## src/rtl/irq_ctrl_pkg.sv

```systemverilog
package irq_ctrl_pkg;

    localparam int N_PAIR        = 2;
    localparam int N_SRC         = 2 * N_PAIR + 1;
    localparam int N_FLAG        = N_SRC + 1;
    localparam int SRC_IDX_W     = $clog2(N_SRC);
    localparam int SRC_SER       = 2 * N_PAIR;
    localparam int FLAG_RX       = 2 * N_PAIR;
    localparam int FLAG_TX       = 2 * N_PAIR + 1;
    localparam int GLOBAL_EN_BIT = 7;
    localparam int LVL_LO        = 0;
    localparam int LVL_HI        = 1;

    typedef logic [SRC_IDX_W-1:0] src_idx_t;

    typedef struct packed {
        logic     valid;
        logic     hi;
        src_idx_t idx;
    } grant_t;

    function automatic src_idx_t lowest_set(input logic [N_SRC-1:0] v);
        src_idx_t r;
        r = '0;
        for (int i = N_SRC - 1; i >= 0; i--) begin
            if (v[i]) r = src_idx_t'(i);
        end
        return r;
    endfunction

endpackage

```

## src/rtl/irq_flag_bank.sv

```systemverilog
module irq_flag_bank
    import irq_ctrl_pkg::*;
(
    input  logic              clk,
    input  logic              rst_n,
    input  logic [N_PAIR-1:0] ext_pin_n,
    input  logic [N_PAIR-1:0] ext_edge_mode,
    input  logic [N_PAIR-1:0] tmr_ovf,
    input  logic              ser_rx_set,
    input  logic              ser_tx_set,
    input  logic [N_FLAG-1:0] sw_set,
    input  logic [N_FLAG-1:0] sw_clr,
    input  logic [N_FLAG-1:0] hw_clr,
    output logic [N_FLAG-1:0] flag_o,
    output logic [N_SRC-1:0]  pend_o
);

    typedef struct packed {
        logic [N_FLAG-1:0] flag;
        logic [N_PAIR-1:0] pin_prev;
        logic              live;
    } fb_state_t;

    fb_state_t st_d, st_q;

    logic [N_FLAG-1:0] hw_set;
    logic [N_FLAG-1:0] lvl_mask;
    logic [N_FLAG-1:0] lvl_val;
    logic [N_FLAG-1:0] held;

    always_comb begin
        hw_set   = '0;
        lvl_mask = '0;
        lvl_val  = '0;
        for (int p = 0; p < N_PAIR; p++) begin
            hw_set[2*p]     = ext_edge_mode[p] & st_q.pin_prev[p] & ~ext_pin_n[p];
            hw_set[2*p+1]   = tmr_ovf[p];
            lvl_mask[2*p]   = ~ext_edge_mode[p];
            lvl_val[2*p]    = ~ext_pin_n[p];
        end
        hw_set[FLAG_RX] = ser_rx_set;
        hw_set[FLAG_TX] = ser_tx_set;

        held = (st_q.flag & ~(sw_clr | hw_clr)) | hw_set | sw_set;

        st_d          = st_q;
        st_d.flag     = (lvl_mask & lvl_val) | (~lvl_mask & held);
        st_d.pin_prev = ext_pin_n;
        st_d.live     = 1'b1;
    end

    always_ff @(posedge clk or negedge rst_n) begin
        if (!rst_n) begin
            st_q.flag     <= '0;
            st_q.pin_prev <= '1;
            st_q.live     <= 1'b0;
        end else begin
            st_q <= st_d;
        end
    end

    always_comb begin
        pend_o = '0;
        for (int p = 0; p < N_PAIR; p++) begin
            pend_o[2*p]   = st_q.flag[2*p];
            pend_o[2*p+1] = st_q.flag[2*p+1];
        end
        pend_o[SRC_SER] = st_q.flag[FLAG_RX] | st_q.flag[FLAG_TX];
    end

    assign flag_o = st_q.flag;

    // Serial flags drop only on a software clear
    assert_rx_keep_R9: assert property (@(posedge clk) disable iff (!rst_n)
        $fell(st_q.flag[FLAG_RX]) |-> $past(sw_clr[FLAG_RX]))
        else $error("serial rx flag cleared without software");
    assert_tx_keep_R9: assert property (@(posedge clk) disable iff (!rst_n)
        $fell(st_q.flag[FLAG_TX]) |-> $past(sw_clr[FLAG_TX]))
        else $error("serial tx flag cleared without software");

    for (genvar p = 0; p < N_PAIR; p++) begin : g_chk
        assert_tmr_clear_R8: assert property (@(posedge clk) disable iff (!rst_n)
            $fell(st_q.flag[2*p+1]) |-> $past(sw_clr[2*p+1] | hw_clr[2*p+1]))
            else $error("timer flag cleared without cause");
        assert_level_follow_R7: assert property (@(posedge clk) disable iff (!rst_n)
            (st_q.live && !$past(ext_edge_mode[p])) |-> (st_q.flag[2*p] == !$past(ext_pin_n[p])))
            else $error("level-mode flag does not follow pin");
        assert_edge_cause_R6: assert property (@(posedge clk) disable iff (!rst_n)
            (st_q.live && $past(ext_edge_mode[p]) && $rose(st_q.flag[2*p]))
                |-> $past(sw_set[2*p] | ~ext_pin_n[p]))
            else $error("edge-mode flag rose without cause");
    end

endmodule

```

## src/rtl/irq_arbiter.sv

```systemverilog
module irq_arbiter
    import irq_ctrl_pkg::*;
(
    input  logic             clk,
    input  logic             rst_n,
    input  logic [N_SRC-1:0] pend_i,
    input  logic [7:0]       en_reg,
    input  logic [7:0]       prio_reg,
    input  logic [1:0]       insvc_i,
    output grant_t           grant_o
);

    logic [N_SRC-1:0] armed;
    logic [N_SRC-1:0] hi_set;
    logic [N_SRC-1:0] lo_set;

    always_comb begin
        armed  = pend_i & en_reg[N_SRC-1:0] & {N_SRC{en_reg[GLOBAL_EN_BIT]}};
        hi_set = armed & prio_reg[N_SRC-1:0];
        lo_set = armed & ~prio_reg[N_SRC-1:0];

        grant_o = '0;
        if ((hi_set != '0) && !insvc_i[LVL_HI]) begin
            grant_o.valid = 1'b1;
            grant_o.hi    = 1'b1;
            grant_o.idx   = lowest_set(hi_set);
        end else if ((lo_set != '0) && (insvc_i == 2'b00)) begin
            grant_o.valid = 1'b1;
            grant_o.hi    = 1'b0;
            grant_o.idx   = lowest_set(lo_set);
        end
    end

    assert_global_gate_R4: assert property (@(posedge clk) disable iff (!rst_n)
        grant_o.valid |-> en_reg[GLOBAL_EN_BIT])
        else $error("grant with global enable off");
    assert_grant_armed_R3: assert property (@(posedge clk) disable iff (!rst_n)
        grant_o.valid |-> (en_reg[grant_o.idx] && pend_i[grant_o.idx]))
        else $error("grant for a disabled or idle source");
    assert_level_match_R5: assert property (@(posedge clk) disable iff (!rst_n)
        grant_o.valid |-> (prio_reg[grant_o.idx] == grant_o.hi))
        else $error("grant level differs from priority bit");

endmodule

```

## src/rtl/irq_level_track.sv

```systemverilog
module irq_level_track
    import irq_ctrl_pkg::*;
(
    input  logic       clk,
    input  logic       rst_n,
    input  logic       take,
    input  logic       take_hi,
    input  logic       ret,
    output logic [1:0] insvc_o
);

    typedef struct packed {
        logic [1:0] insvc;
    } lt_state_t;

    lt_state_t st_d, st_q;

    always_comb begin
        st_d = st_q;
        if (ret) begin
            if (st_q.insvc[LVL_HI]) st_d.insvc[LVL_HI] = 1'b0;
            else                    st_d.insvc[LVL_LO] = 1'b0;
        end
        if (take) begin
            if (take_hi) st_d.insvc[LVL_HI] = 1'b1;
            else         st_d.insvc[LVL_LO] = 1'b1;
        end
    end

    always_ff @(posedge clk or negedge rst_n) begin
        if (!rst_n) st_q <= '0;
        else        st_q <= st_d;
    end

    assign insvc_o = st_q.insvc;

    assert_ret_pop_R12: assert property (@(posedge clk) disable iff (!rst_n)
        (ret && !take && st_q.insvc[LVL_HI]) |=> (!st_q.insvc[LVL_HI] && $stable(st_q.insvc[LVL_LO])))
        else $error("return did not release the high level");
    assert_idle_hold_R13: assert property (@(posedge clk) disable iff (!rst_n)
        (!take && !ret) |=> $stable(st_q.insvc))
        else $error("service state moved without take or return");

endmodule

```

## src/rtl/irq_vector_ctrl.sv

```systemverilog
module irq_vector_ctrl
    import irq_ctrl_pkg::*;
#(
    parameter int VEC_W    = 16,
    parameter int VEC_BASE = 3,
    parameter int VEC_STEP = 8
) (
    input  logic             clk,
    input  logic             rst_n,
    input  logic [1:0]       ext_pin_n,
    input  logic [1:0]       ext_edge_mode,
    input  logic [1:0]       tmr_ovf,
    input  logic             ser_rx_set,
    input  logic             ser_tx_set,
    input  logic [5:0]       sw_set,
    input  logic [5:0]       sw_clr,
    input  logic [7:0]       en_reg,
    input  logic [7:0]       prio_reg,
    input  logic             irq_ack,
    input  logic             irq_ret,
    output logic             irq_req,
    output logic [VEC_W-1:0] irq_vector,
    output logic [1:0]       in_service,
    output logic [5:0]       flags
);

    logic [N_FLAG-1:0] hw_clr;
    logic [N_SRC-1:0]  pend;
    logic [1:0]        insvc;
    logic              take;
    grant_t            grant;

    irq_flag_bank u_flags (
        .clk           (clk),
        .rst_n         (rst_n),
        .ext_pin_n     (ext_pin_n),
        .ext_edge_mode (ext_edge_mode),
        .tmr_ovf       (tmr_ovf),
        .ser_rx_set    (ser_rx_set),
        .ser_tx_set    (ser_tx_set),
        .sw_set        (sw_set),
        .sw_clr        (sw_clr),
        .hw_clr        (hw_clr),
        .flag_o        (flags),
        .pend_o        (pend)
    );

    irq_arbiter u_arb (
        .clk      (clk),
        .rst_n    (rst_n),
        .pend_i   (pend),
        .en_reg   (en_reg),
        .prio_reg (prio_reg),
        .insvc_i  (insvc),
        .grant_o  (grant)
    );

    irq_level_track u_lvl (
        .clk     (clk),
        .rst_n   (rst_n),
        .take    (take),
        .take_hi (grant.hi),
        .ret     (irq_ret),
        .insvc_o (insvc)
    );

    always_comb begin
        take   = irq_ack & grant.valid;
        hw_clr = '0;
        for (int p = 0; p < N_PAIR; p++) begin
            hw_clr[2*p]   = take && (grant.idx == src_idx_t'(2*p)) && ext_edge_mode[p];
            hw_clr[2*p+1] = take && (grant.idx == src_idx_t'(2*p+1));
        end
    end

    always_comb begin
        irq_vector = '0;
        if (grant.valid) begin
            irq_vector = VEC_W'(VEC_BASE) + VEC_W'(grant.idx) * VEC_W'(VEC_STEP);
        end
    end

    assign irq_req    = grant.valid;
    assign in_service = insvc;

    assert_hi_block_R11: assert property (@(posedge clk) disable iff (!rst_n)
        irq_req |-> !in_service[LVL_HI])
        else $error("request offered during high-level service");
    assert_lo_block_R11: assert property (@(posedge clk) disable iff (!rst_n)
        (irq_req && !prio_reg[grant.idx]) |-> (in_service == 2'b00))
        else $error("low-level request offered during service");
    assert_ser_no_hwclr_R9: assert property (@(posedge clk) disable iff (!rst_n)
        (hw_clr[FLAG_RX] == 1'b0) && (hw_clr[FLAG_TX] == 1'b0))
        else $error("hardware clear reached a serial flag");
    assert_take_sets_R11: assert property (@(posedge clk) disable iff (!rst_n)
        (irq_ack && irq_req && !irq_ret) |=> (in_service != 2'b00))
        else $error("accepted request left nothing in service");

endmodule

```

## config.mk

```make
export PLATFORM = sky130hd
export DESIGN_NAME = irq_vector_ctrl
export DESIGN_NICKNAME = d
export VERILOG_FILES = /design/src/rtl/irq_ctrl_pkg.sv /design/src/rtl/irq_flag_bank.sv /design/src/rtl/irq_arbiter.sv /design/src/rtl/irq_level_track.sv /design/src/rtl/irq_vector_ctrl.sv
export SDC_FILE = /design/constraint.sdc
export NUM_CORES = 1
export LEC_CHECK = 0
export ABC_AREA = 1
export BUFFER_PORTS_ARGS = -buffer_cell sky130_fd_sc_hd__buf_2
export CORE_MARGIN = 2
export CORE_UTILIZATION = 38
export CTS_BUF_LIST = sky130_fd_sc_hd__clkbuf_4
export CTS_CLUSTER_DIAMETER = 80
export DETAILED_ROUTE_END_ITERATION = 8
export MAX_ROUTING_LAYER = met4
export PLACE_DENSITY = 0.78
export SLEW_MARGIN = 10
export SYNTH_ARGS = -nofsm -noshare
export SYNTH_HDL_FRONTEND = slang
export SYNTH_SLANG_ARGS = --single-unit
```

## constraint.sdc

```tcl
create_clock -name clk -period 1.3 [get_ports clk]
set_input_delay 0.13 -clock clk [delete_from_list [all_inputs] [get_ports clk]]
set_output_delay 0.13 -clock clk [all_outputs]
set_load 0.05 [all_outputs]
```

==> metrics list, run 1 <==
- Per report_power, the combinational group accounts for 65.5% of the total.
- The finished cells cover ~1600 um^2.
- Startpoint of the most critical register-to-register path: u_flags.flag_o[1]$_DFF_PN0_
* Layout-stage area growth over the synthesis result: 67.6%
- Clock transition at the registers of the reported paths: 0.07 ns
- During synthesis, Yosys emitted a total of 0 warnings.
- Maximum number of pins on one net before global-route repair: 13
* Hold path start: sw_clr[5]
* Pins Over Slew Limit: 0
- Die X: 53.8 um
- Commonest non-fill, non-tap cells in the layout: 41 x buf_2, 24 x buf_4, 17 x inv_1
* Cell count after synthesis: 132
- Net Sw Frac: between 40% and 50%
* Total routing usage reported by global routing: 21.2%
* Type of the tightest min-delay check: input port to flop
* Arr. time, crit path: 1.67 ns
- RSZ-0062 raised after global routing: yes
- Psw: approximately 0.83 mW
* IO Pins: 65
- In this run the critical register-to-register path is captured at u_flags.flag_o[0]$_DFF_PN0_.
- Smallest setup slack after layout: -0.500 ns
* Number of vias per cell: 4.56
- Std-Cell Core Area: 2410 um^2
- On the final layout, the worst hold slack is 0.0348 ns.
- Outcome: finished, violations left
* Max VDD drop: 1.04 mV
- The root buffer cell chosen for the clock tree is clkbuf_4.
- CTS H-tree depth: 1
- Initial DRC count: 18
* Minimum setup slack among reg-to-reg paths: -0.35 ns
- Failing checks: negative setup slack
- The wire-length estimate of the detail-placed layout is 1880 um.
- MaxCap Viol Count: 0
- Post-synthesis sequential area ratio: 26.8%
- Sequential cells burn between 20% and 30% of the power.
- Power Total: 1.74 mW
* Type of the worst setup path: flop to output port
* Vias in the first global route: 1066
- Setup violations remaining at the end of the flow were counted as 12.
* Die Outline Area: between 2000 and 3000 um^2
* Total internal power: 0.910 mW
- The detail route stage leaves a number of antenna-violating nets equal to 0.
* Yosys reg bits: 10
- The die is 53.8 um tall.
- CP Max Fanout: 5
* Required time of the critical path: 1.17 ns
- Summed over all layers, the routed wires come to about 2700 um.
- The number of clock buffers added by TritonCTS is 3.
* Synth Cell Area: 942 um^2
* Mean instance size in the synthesized netlist: 7.14 um^2
- Wire length of the first global-routing pass: about 4300 um
- Summed over all failing endpoints, the final setup total negative slack is -4.36 ns.
- Worst Reg2Reg Path Length in Cells: 10
- The worst hold path was traced through 2 stages.
* Remaining routing DRC violations: 0
* Worst Skew: 0.00134 ns
- The path with the worst hold slack has its endpoint at u_flags.flag_o[5]$_DFF_PN0_.
* Pre-CTS setup slack: -0.304 ns
- Number of port buffers: 48
* Detailed Routing Iterations Pass 1: 4
* Ratio of cells with drive above 1 in the final layout: approximately 56%
- The clock passes through at most 2 buffers.
* Most common cell after layout, fill and taps aside: buf_2
- Max Clock Freq: between 0.5 and 0.6 GHz
* Total number of nets in the final design: 248
- STA classifies the critical path endpoint as an output port.
- Effective utilization at floorplan: approximately two fifths
- STA classifies the critical path startpoint as a flop.
- Power spread over the standard cell area amounts to 1100 nW/um^2.
* Share of the clock period used by the worst path after layout: 138%
- Tmin final: 1.80 ns
- TritonCTS clock tree: built
* Gp weighted congestion: about 0.91
- The clock net in this run drives a total of 10 sinks.
- The routed layout has 1081 vias.
- Grt total ovfl: 0
- Placed inst area: 1270 um^2
- Wire per inst: between 10 and 15 um
* Rows: 18
- LEAKAGE: just over 0.8 nW
- The clock reaches the later pin of the worst-skew pair after between 0.2 and 0.3 ns.
* Number of diodes added for antenna fixing: 0
- Number of unique standard cell types used by synthesis: 24
- The number of hold violations in the final report is 0.
* Clock Power Share: between 10% and 20%
* Number of antenna violations at the first check in global routing: 0
## metrics by stage
step	util [%]	std cells
finish	65.5	237
global route	65.5	237
CTS	63.3	233
detailed placement	52.8	217
global placement	52.8	217
floorplan	-	142
## cell usage after synthesis
library cell  count  area (um^2)
a211oi_1          2         15.0
a21oi_2           3         26.3
and3_1            1         6.26
buf_4            19          143
buf_6             1         11.3
conb_1            1         3.75
dfrtp_1           8          200
dfstp_2           2         52.6
inv_1            18         67.6
nand2_1          18         67.6
nand2_2           3         18.8
nand2_4           4         45.0
nand3_1           9         45.0
nand3_4           1         17.5
nand4_1           7         43.8
nand4_2           1         12.5
nor2_1           18         67.6
nor2_2            1         6.26
nor2_4            2         22.5
nor3_1            2         10.0
o21ai_0           5         25.0
o21ai_1           4         20.0
o21ai_2           1         8.76
o22ai_1           1         6.26
## layer usage
layer | vias up | share of wire (%) | track usage, %
li1 | 550 | - | -
met2 | 51 | 50 | 35.6
met1 | 471 | 41 | 23.6
met5 | - | 0 | -
met4 | 0 | 2.9 | 13.2
met3 | 9 | 6.7 | 2.78
## state kept, by name, summed over array words and instances, names as in the netlist
name,cells
u_lvl.insvc_o,2
u_flags.flag_o,6
u_flags.st_q,2
## critical path: stages (launching register included)
cell	delay, ns
dfrtp_1	0.41
nand4_1	0.16
nand2_2	0.12
nor2_4	0.04
nand2_2	0.09
nand2_4	0.10
buf_6	0.13
o21ai_4	0.15
buf_6	0.18
## kinds of logic after synthesis
logic type / Yosys count / share of synthesized area, %
simple gates: 67 / 38.5
buf+inv: 38 / 23.5
compound gates: 16 / 10.8
flops: 10 / 26.8
other cells: 1 / 0.398
## cell type report
| cell class | count | area (um^2) |
|---|---|---|
| clock buffer | 3 | 22.5 |
| clock inverter | 1 | 3.75 |
| fill | 183 | 831 |
| inverter | 18 | 71.3 |
| multi-input combinational | 94 | 612 |
| sequential | 10 | 255 |
| tap | 30 | 37.5 |
| timing repair buffer | 81 | 577 |
## power groups by stage
| stage | clock [mW] | combinational [mW] | sequential (mW) |
|---|---|---|---|
| floorplan | 0 | 0.626 | 0.432 |
| global placement | 0 | 0.841 | 0.374 |
| detailed placement | 0 | 0.844 | 0.375 |
| CTS | 0.237 | 1.09 | 0.368 |
| global route | 0.248 | 1.21 | 0.372 |
| finish | 0.230 | 1.14 | 0.369 |
## timing repair
| item | in CTS | in global routing |
|---|---|---|
| gates resized for setup | 34 | 8 |
| pin swaps | 19 | 10 |
| hold endpoints to repair | 12 | 0 |
| hold buffers | 3 | 0 |
| buffers inserted | 9 | 5 |
| setup endpoints to repair | 12 | 13 |
## how the worst max path moves through the flow
stage	depth (start not counted)	to	slack, ns	start
2_1_floorplan	8	u_flags.flag_o[2]$_DFF_PN0_	-0.32	u_lvl.insvc_o[0]$_DFF_PN0_
3_3_place_gp	9	irq_vector[3]	-0.25	u_flags.flag_o[1]$_DFF_PN0_
3_5_place_dp	9	irq_vector[3]	-0.30	u_flags.flag_o[0]$_DFF_PN0_
4_1_cts	8	irq_vector[4]	-0.47	u_flags.flag_o[1]$_DFF_PN0_
5_1_grt	8	irq_vector[4]	-0.58	u_flags.flag_o[1]$_DFF_PN0_
6_report	8	irq_vector[4]	-0.50	u_flags.flag_o[1]$_DFF_PN0_
(Power assumes the default switching activity.)
==> run 2: changes to the inputs <==
Settings changed: CORE_UTILIZATION 38 to 39, PLACE_DENSITY 0.78 to 0.79, SYNTH_HIERARCHICAL from default to 1.
==> run 2 against run 1 <==
- the flow still finishes with violations (negative setup slack)
- sequential power about the same
- clock skew up 0.0039 ns
- maximum frequency down 5.3%
- via count unchanged
- combinational power down 15%
- total power down 8.8%
- non-clock buffer count unchanged
- clock-buffer cell count up 1
- routed wire length up 1.5%
- sequential share of layout area up 0.24 points
- first-iteration DRC count down 22%
- critical path type unchanged
- largest power group unchanged
==> metrics list, run 2 <==
- The detailed-route wire length per cell was 11.0 um (was 11.2 um).
- Number of vias per cell: 4.41 (was 4.56)
- Rows: 18 (unchanged)
- Wire length of the first global-routing pass: 3970 um (was 4290 um)
- The antenna diode count was 0 (unchanged).
- Std-Cell Core Area: 2410 um^2 (unchanged)
- The count of placed standard cells including taps is 226 (was 217).
- Detailed Place HPWL: 1890 um (was 1880 um)
* Overall die height: 53.8 um (about the same)
- The total routing usage reported by global routing was 19.8% (was 21.2%).
* Tmin final: 1.90 ns (was 1.80 ns)
- Failing checks: negative setup slack (unchanged).
- Finished Cell Area: 1570 um^2 (was 1580 um^2)
- Placed inst area: 1280 um^2 (was 1270 um^2)
- The clock transition at the registers of the reported paths is 0.07 ns (about the same).
* Initial DRC count: 14 (was 18)
* CP Max Fanout: 4 (was 5)
- The number of nets in the layout came to 256 (was 248).
- The biggest area consumer among synthesized cells is dfrtp_1 (unchanged).
- Fillcell total: 213 (was 183)
- Number of hold violations in the final report: 0 (unchanged)
* Gp weighted congestion: 0.803 (was 0.909)
- The effective utilization at floorplan is 40.1% (was 39.1%).
- Post-synth top cells: 35 x nand2_1, 23 x buf_4, 20 x inv_1, 15 x nor2_1, 8 x dfrtp_1 (was 19 x buf_4, 18 x inv_1, 18 x nand2_1, 18 x nor2_1, 9 x nand3_1)
- The worst hold slack after final layout is 0.0323 ns (was 0.0348 ns).
* Number of enable-type register cells in the synthesized netlist: 0 (unchanged)
- Primary flip-flop cell chosen by synthesis mapping: dfrtp_1 (unchanged)
- Smallest setup slack after layout: -0.600 ns (was -0.500 ns)
- Master cell of the clock root buffer: clkbuf_4 (unchanged)
- Pins Over Slew Limit: 0 (unchanged)
- The combined flip-flop and latch cell area came to 258 um^2 (was 255 um^2).
- The leakage component of the power was 0.892 nW (was 0.827 nW).
* Cell family with the largest share of critical-path delay: buffers and inverters (was simple AND/OR/NAND/NOR gates)
- Mean instance size in the synthesized netlist: 6.80 um^2 (was 7.14 um^2)
- The critical setup path kind is flop to output port (unchanged).
* Synth Cell Area: 966 um^2 (was 942 um^2)
- Max VDD drop: 0.794 mV (was 1.04 mV)
* Proportion of synthesized flip-flops having asynchronous set or reset: 100% (unchanged)
- Grt total ovfl: 0 (unchanged)
- Sequence of cells on the critical path: nand4_1 > buf_4 > buf_4 > a21oi_1 > nand3_1 > nand2_2 > nand2_1 > inv_1 > buf_6 (was nand4_1 > nand2_2 > nor2_4 > nand2_2 > nand2_4 > buf_6 > o21ai_4 > buf_6).
* Wire length reported by the detailed router: 2700 um (was 2660 um)
* Post-synthesis sequential area ratio: 26.2% (was 26.8%)
- Number of antenna violations at the first check in global routing: 0 (unchanged)
* Layout Utilization: 65.2% (was 65.5%)
* Max incr delay on CP: 0.41 ns (about the same)
- The count of different cell masters after synthesis is 24 (unchanged).
- Biggest area contributors in the synthesized netlist: dfrtp_1 21%, buf_4 18%, nand2_1 14% (was dfrtp_1 21%, buf_4 15%, inv_1 7.2%).
- The type of the most critical hold path is input port to flop (unchanged).
* Vias in the first global route: 1028 (was 1066)
- The number of buffers added by the clock tree synthesis step was 3 (unchanged).
- Largest register FFs: 6 (unchanged)
- The reported max-cap violation count is 0 (unchanged).
* Yosys reg bits: 10 (unchanged)
- RSZ-0062 raised after global routing: yes (unchanged).
- Required time of the critical path: 1.17 ns (about the same)
- Ratio of cells with drive above 1 in the final layout: 56.3% (was 55.6%)
* Count of buffering cells on the critical path with inverters included: 4 (was 2)
- DR vias: 1081 (unchanged)
- The maximum number of pins on one net before global-route repair came to 11 (was 13).
- Number of port buffers: 48 (unchanged)
* Detailed Routing Iterations Pass 1: 4 (unchanged)
* Worst Skew: 0.00528 ns (was 0.00134 ns)
- The total of warnings raised by yosys came to 6 (was 0).
* Arr. time, crit path: 1.77 ns (was 1.67 ns)
* Library cell contributing the largest single delay on the critical path: dfrtp_2 (was dfrtp_1)
- Most common cell after layout, fill and taps aside: buf_2 (unchanged)
* Area of the multi-input gates: 587 um^2 (was 612 um^2)
- Most frequent cell after synthesis: nand2_1 (was buf_4)
- The number of cells produced by synthesis was 142 (was 132).
- The worst-case register-to-register setup slack was -0.52 ns (was -0.35 ns).
- Total of endpoints with negative setup slack in the final report: 12 (unchanged)
* Outcome: finished, violations left (unchanged)
- Cell type with the highest occurrence count on the critical path: buf_4
- The fraction of the cycle the final worst path needs was 146% (was 138%).
- The sum of negative setup slack is -6.26 ns (was -4.36 ns).
* Critical Path Source Type: flop (unchanged)
* Post-detailed-route count of antenna-violating nets: 0 (unchanged)
- Non-filler instance count after layout: 245 (was 237)
* Worst skew pair latency: 0.27 ns (about the same)
- The number of top-level pins is 65 (unchanged).
* Max Clock Freq: 0.526 GHz (was 0.556 GHz)
- Remaining routing DRC violations: 0 (unchanged)
- Layout-stage area growth over the synthesis result: 62.7% (was 67.6%)
* Die X: 53.8 um (about the same)
- CP Capture Type: output port (unchanged)
- CTS H-tree depth: 1 (unchanged)
- The sink count of the clock tree was 10 (unchanged).
- The TritonCTS clock tree was built (unchanged).
* Power per cell area: 1010 nW/um^2 (was 1100 nW/um^2)
* Post-synth top area share: 20.7% (was 21.2%)
- The full die area came to 2890 um^2 (about the same).
- Commonest non-fill, non-tap cells in the layout: 41 x buf_2, 26 x nand2_1, 26 x buf_4 (was 41 x buf_2, 24 x buf_4, 17 x inv_1).
- Clk buf depth: 2 (unchanged)
[run 2: cell types whose count changed in the layout (fill, tap and decap cells not counted), moves of 3 or more]
cell / previous run / this run
nand2_2: 6 / 10
inv_2: 0 / 7
o21ai_0: 3 / 0
nand2_1: 14 / 26
nand4_4: 0 / 4
o21ai_1: 3 / 0
nand3_1: 8 / 2
[run 2: power by group]
group          internal (mW)  total [mW]  switching [mW]
clock network          0.140       0.247           0.108
registers              0.346       0.368          0.0221
logic                  0.388       0.968           0.580
[run 2: layer usage]
metal  vias to the layer above  wire [um]  GRT usage (%)
met5                         -          0              -
met4                         0         36           8.97
met3                         4        113          0.833
met2                        31       1540           36.0
met1                       493       1010           22.2
li1                        553          -              -
[run 2: area by class of cell]
class	instances	area share, %
Sequential cell	10	16.4
Clock buffer	4	1.91
Timing Repair Buffer	81	36.2
Multi-Input combinational cell	96	37.3
Inverter	24	5.73
Tap cell	30	2.39
[run 2: worst paths after layout]
kind | startpoint | end | cells after the start
min | sw_clr[4] | u_flags/flag_o[4]$_DFF_PN0_ | 2
min reg2reg | u_flags/st_q[2]$_DFF_PN1_ | u_flags/flag_o[2]$_DFF_PN0_ | 2
min in group asynchronous | rst_n | u_flags/flag_o[4]$_DFF_PN0_ | 2
max reg2reg | u_flags/flag_o[2]$_DFF_PN0_ | u_flags/flag_o[0]$_DFF_PN0_ | 15
max | u_flags/flag_o[3]$_DFF_PN0_ | irq_vector[4] | 9
max in group asynchronous | rst_n | u_flags/st_q[2]$_DFF_PN1_ | 2
[run 2: metrics by stage]
| stage | total power, mW | worst slack [ns] |
|---|---|---|
| detailed placement | 1.13 | -0.466 |
| finish | 1.58 | -0.600 |
| global route | 1.67 | -0.702 |
| floorplan | 0.959 | -0.507 |
| CTS | 1.56 | -0.557 |
| global placement | 1.12 | -0.437 |
[run 2: cell families (layout without fill, tap and decap cells)]
kind of cell | after synthesis | in the layout | synth area share (%)
AND/OR/NAND/NOR | 75 | 75 | 38.9
buffers and inverters | 48 | 109 | 28.4
flip-flops | 10 | 10 | 26.2
AO/OA/AOI/OAI | 8 | 8 | 6.22
other | 1 | 13 | 0.388
[run 2: worst register-to-register path, cell delays in order, from the launching register on]
cell,delay [ns]
dfrtp_2,0.45
nand4_1,0.12
nand2_1,0.11
nor2_4,0.14
a21oi_4,0.07
nand3_1,0.08
nand2_2,0.08
buf_4,0.15
nor2_2,0.09
nand2_1,0.05
nor2_1,0.10
nor2_1,0.05
nand2_1,0.05
nand2_1,0.05
nand2_1,0.05
nand2_1,0.05
[run 2: repair_timing]
item	CTS	global route
endpoints found under the setup margin	12	13
pin swaps	28	12
buffers inserted	15	2
hold buffers	3	0
endpoints found under the hold margin	12	0
resized for setup	33	12
==> run 3: changes to the inputs <==
Settings changed: CTS_BUF_LIST sky130_fd_sc_hd__clkbuf_4 to sky130_fd_sc_hd__clkbuf_2 sky130_fd_sc_hd__clkbuf_4 sky130_fd_sc_hd__clkbuf_8, SETUP_SLACK_MARGIN from default to 0.3.
==> run 3 against run 2 <==
- the run still ends with negative setup slack left
- sequential power increased by 1%
- first-iteration DRC count decreased by 71%
- worst setup slack worse by 0.0035 ns
- maximum frequency down 0.18%
- routed wire length is 0.45% lower
- total power rose by 4.5%
- largest cell class is now non-clock buffers
==> metrics list, run 3 (same netlist as run 2, synthesis figures left out) <==
- Outcome: finished, violations left (unchanged).
- Failing checks: negative setup slack (unchanged)
- Max VDD drop: 0.729 mV (was 0.794 mV)
* Std-Cell Core Area: 2410 um^2 (unchanged)
- The number of top-level pins came to 65 (unchanged).
- Maximum number of pins on one net before global-route repair: 11 (unchanged)
- Number of vias per cell: 4.49 (was 4.41)
* Number of antenna violations at the first check in global routing: 0 (unchanged)
* Worst Reg2Reg Path Length in Cells: 15 (unchanged)
* Smallest setup slack after layout: -0.604 ns (was -0.600 ns)
- The TritonCTS clock tree was built (unchanged).
- Share of the clock period used by the worst path after layout: 146% (about the same)
* Commonest non-fill, non-tap cells in the layout: 35 x buf_2, 26 x nand2_1, 21 x buf_4 (was 41 x buf_2, 26 x nand2_1, 26 x buf_4)
- Wire length reported by the detailed router: 2680 um (was 2700 um)
- Master cell of the clock root buffer: clkbuf_4 (unchanged)
- The full die area was 2890 um^2 (unchanged).
* Wire per inst: 11.0 um (about the same)
* Type of the worst setup path: flop to output port (unchanged)
- TritonCTS sink count: 10 (unchanged)
* Sequence of cells on the critical path: nand4_1 > nand2_1 > nor2_4 > a21oi_4 > or2_4 > buf_6 > buf_8 (was nand4_1 > buf_4 > buf_4 > a21oi_1 > nand3_1 > nand2_2 > nand2_1 > inv_1 > buf_6)
* CP Max Fanout: 5 (was 4)
- CP Capture Type: output port (unchanged)
- The worst clock skew came to 0.00619 ns (was 0.00528 ns).
* Cell family with the largest share of critical-path delay: simple AND/OR/NAND/NOR gates (was buffers and inverters)
- Total number of nets in the final design: 255 (was 256)
* Critical Path Source Type: flop (unchanged)
- Instance count on the critical path: 7 (was 9)
* Wire length of the first global-routing pass: 4200 um (was 3970 um)
- CTS H-tree depth: 1 (unchanged)
- The antenna diode count came to 0 (unchanged).
- Die X: 53.8 um (unchanged)
* Max incr delay on CP: 0.45 ns (was 0.41 ns)
- Overall die height: 53.8 um (unchanged)
- Most common cell after layout, fill and taps aside: buf_2 (unchanged)
- Gp weighted congestion: 0.803 (unchanged)
- The number of buffer and inverter instances along the worst setup path is 2 (was 4).
- Clock transition at the registers of the reported paths: 0.07 ns (about the same)
- Detailed Routing Iterations Pass 1: 4 (unchanged)
* Ratio of cells with drive above 1 in the final layout: 57.0% (was 56.3%)
- Clk buf depth: 2 (unchanged)
- CTS Buf Count: 3 (unchanged)
- The worst hold path stage count came to 2 (unchanged).
- Vias in the first global route: 1070 (was 1028)
* Required time of the critical path: 1.17 ns (about the same)
- Library cell contributing the largest single delay on the critical path: dfrtp_2 (unchanged)
* RSZ-0062 raised after global routing: yes (unchanged)
- The effective utilization at floorplan came to 40.1% (unchanged).
- The worst slack after detailed placement is -0.466 ns (unchanged).
* Minimum setup slack among reg-to-reg paths: -0.53 ns (was -0.52 ns)
- The leftover overflow at the end of global routing was 0 (unchanged).
* Finished Cell Area: 1650 um^2 (was 1570 um^2)
* Largest register FFs: 6 (unchanged)
- The count of antenna-violating nets left after detailed routing was 0 (unchanged).
- The critical path arrival was 1.77 ns (about the same).
* Pins Over Slew Limit: 0 (unchanged)
* Placed inst area: 1280 um^2 (unchanged)
- The post-route minimum period was 1.90 ns (about the same).
- Type of the tightest min-delay check: input port to flop (unchanged)
- The starting DRC count in detailed routing is 4 (was 14).
- The reported max-cap violation count was 0 (unchanged).
- Max Clock Freq: 0.525 GHz (was 0.526 GHz)
- The areal power density over the cells came to 1000 nW/um^2 (was 1010 nW/um^2).
- The clock network latency to the later pin of the worst-skew pair came to 0.27 ns (about the same).
- Number of port buffers: 48 (unchanged)
* DR vias: 1096 (was 1081)
* Remaining routing DRC violations: 0 (unchanged)
- Total of endpoints with negative setup slack in the final report: 12 (unchanged)
- The total routing usage reported by global routing was 20.8% (was 19.8%).
* Layout-stage area growth over the synthesis result: 70.5% (was 62.7%)
- The HPWL reported at the end of detailed placement is 1890 um (unchanged).
- The number of hold violations in the final report is 0 (unchanged).
- LEAKAGE: 0.916 nW (was 0.892 nW)
- The site row count came to 18 (unchanged).
[run 3: cell count changes in the layout (fill, tap and decap cells not counted)]
cell	before	now
nor2_2	1	2
nor2_1	13	12
nand2_4	3	4
buf_2	41	35
buf_6	7	11
inv_1	17	16
buf_8	4	10
buf_4	26	21
inv_2	7	8
nand2_2	10	9
[run 3: what timing repair did]
| item | in CTS | in global routing |
|---|---|---|
| gates resized for setup | 56 | 14 |
| pin swaps | 28 | 8 |
| hold buffers | 3 | 0 |
| setup buffers | 9 | 2 |
| cloned | 0 | 0 |
| endpoints found under the setup margin | 20 | 19 |
| endpoints found under the hold margin | 12 | 0 |
[run 3: worst paths after layout]
kind,start,end
min,sw_clr[4],u_flags/flag_o[4]$_DFF_PN0_
min in group asynchronous,rst_n,u_flags/flag_o[4]$_DFF_PN0_
max in group asynchronous,rst_n,u_flags/st_q[2]$_DFF_PN1_
max reg2reg,u_flags/flag_o[2]$_DFF_PN0_,u_flags/flag_o[0]$_DFF_PN0_
min reg2reg,u_flags/st_q[2]$_DFF_PN1_,u_flags/flag_o[2]$_DFF_PN0_
max,u_flags/flag_o[2]$_DFF_PN0_,irq_vector[0]
[run 3: report_power, final]
group	switching (mW)	total (mW)	leakage, nW	internal, mW
registers	0.0253	0.372	0.105	0.347
logic	0.596	1.04	0.793	0.442
clock network	0.106	0.245	0.0184	0.139
total	0.727	1.65	0.916	0.928
[run 3: area by class of cell]
type,instances,area (um^2)
Timing Repair Buffer,80,637
Tap cell,30,37.5
Sequential cell,10,258
Clock buffer,4,30.0
Multi-Input combinational cell,96,594
Inverter,24,90.1
Fill cell,192,763
[run 3: stage by stage]
stage	hold WS, ns	total power, mW	TNS, ns	cells	utilization (%)
floorplan	-0.166	0.959	-4.26	154	-
global placement	-0.000481	1.12	-4.41	226	53.2
detailed placement	0.00356	1.13	-4.61	226	53.2
CTS	0.0207	1.61	-5.69	242	66.0
global route	0.0415	1.74	-7.33	244	68.3
finish	0.0328	1.65	-6.13	244	68.3
[run 3: metal layers]
| layer | part of all wire [%] | GRT usage, % |
|---|---|---|
| met5 | 0 | - |
| met4 | 2.9 | 12.8 |
| met3 | 5.1 | 1.67 |
| met2 | 55 | 36.2 |
| met1 | 36 | 22.9 |
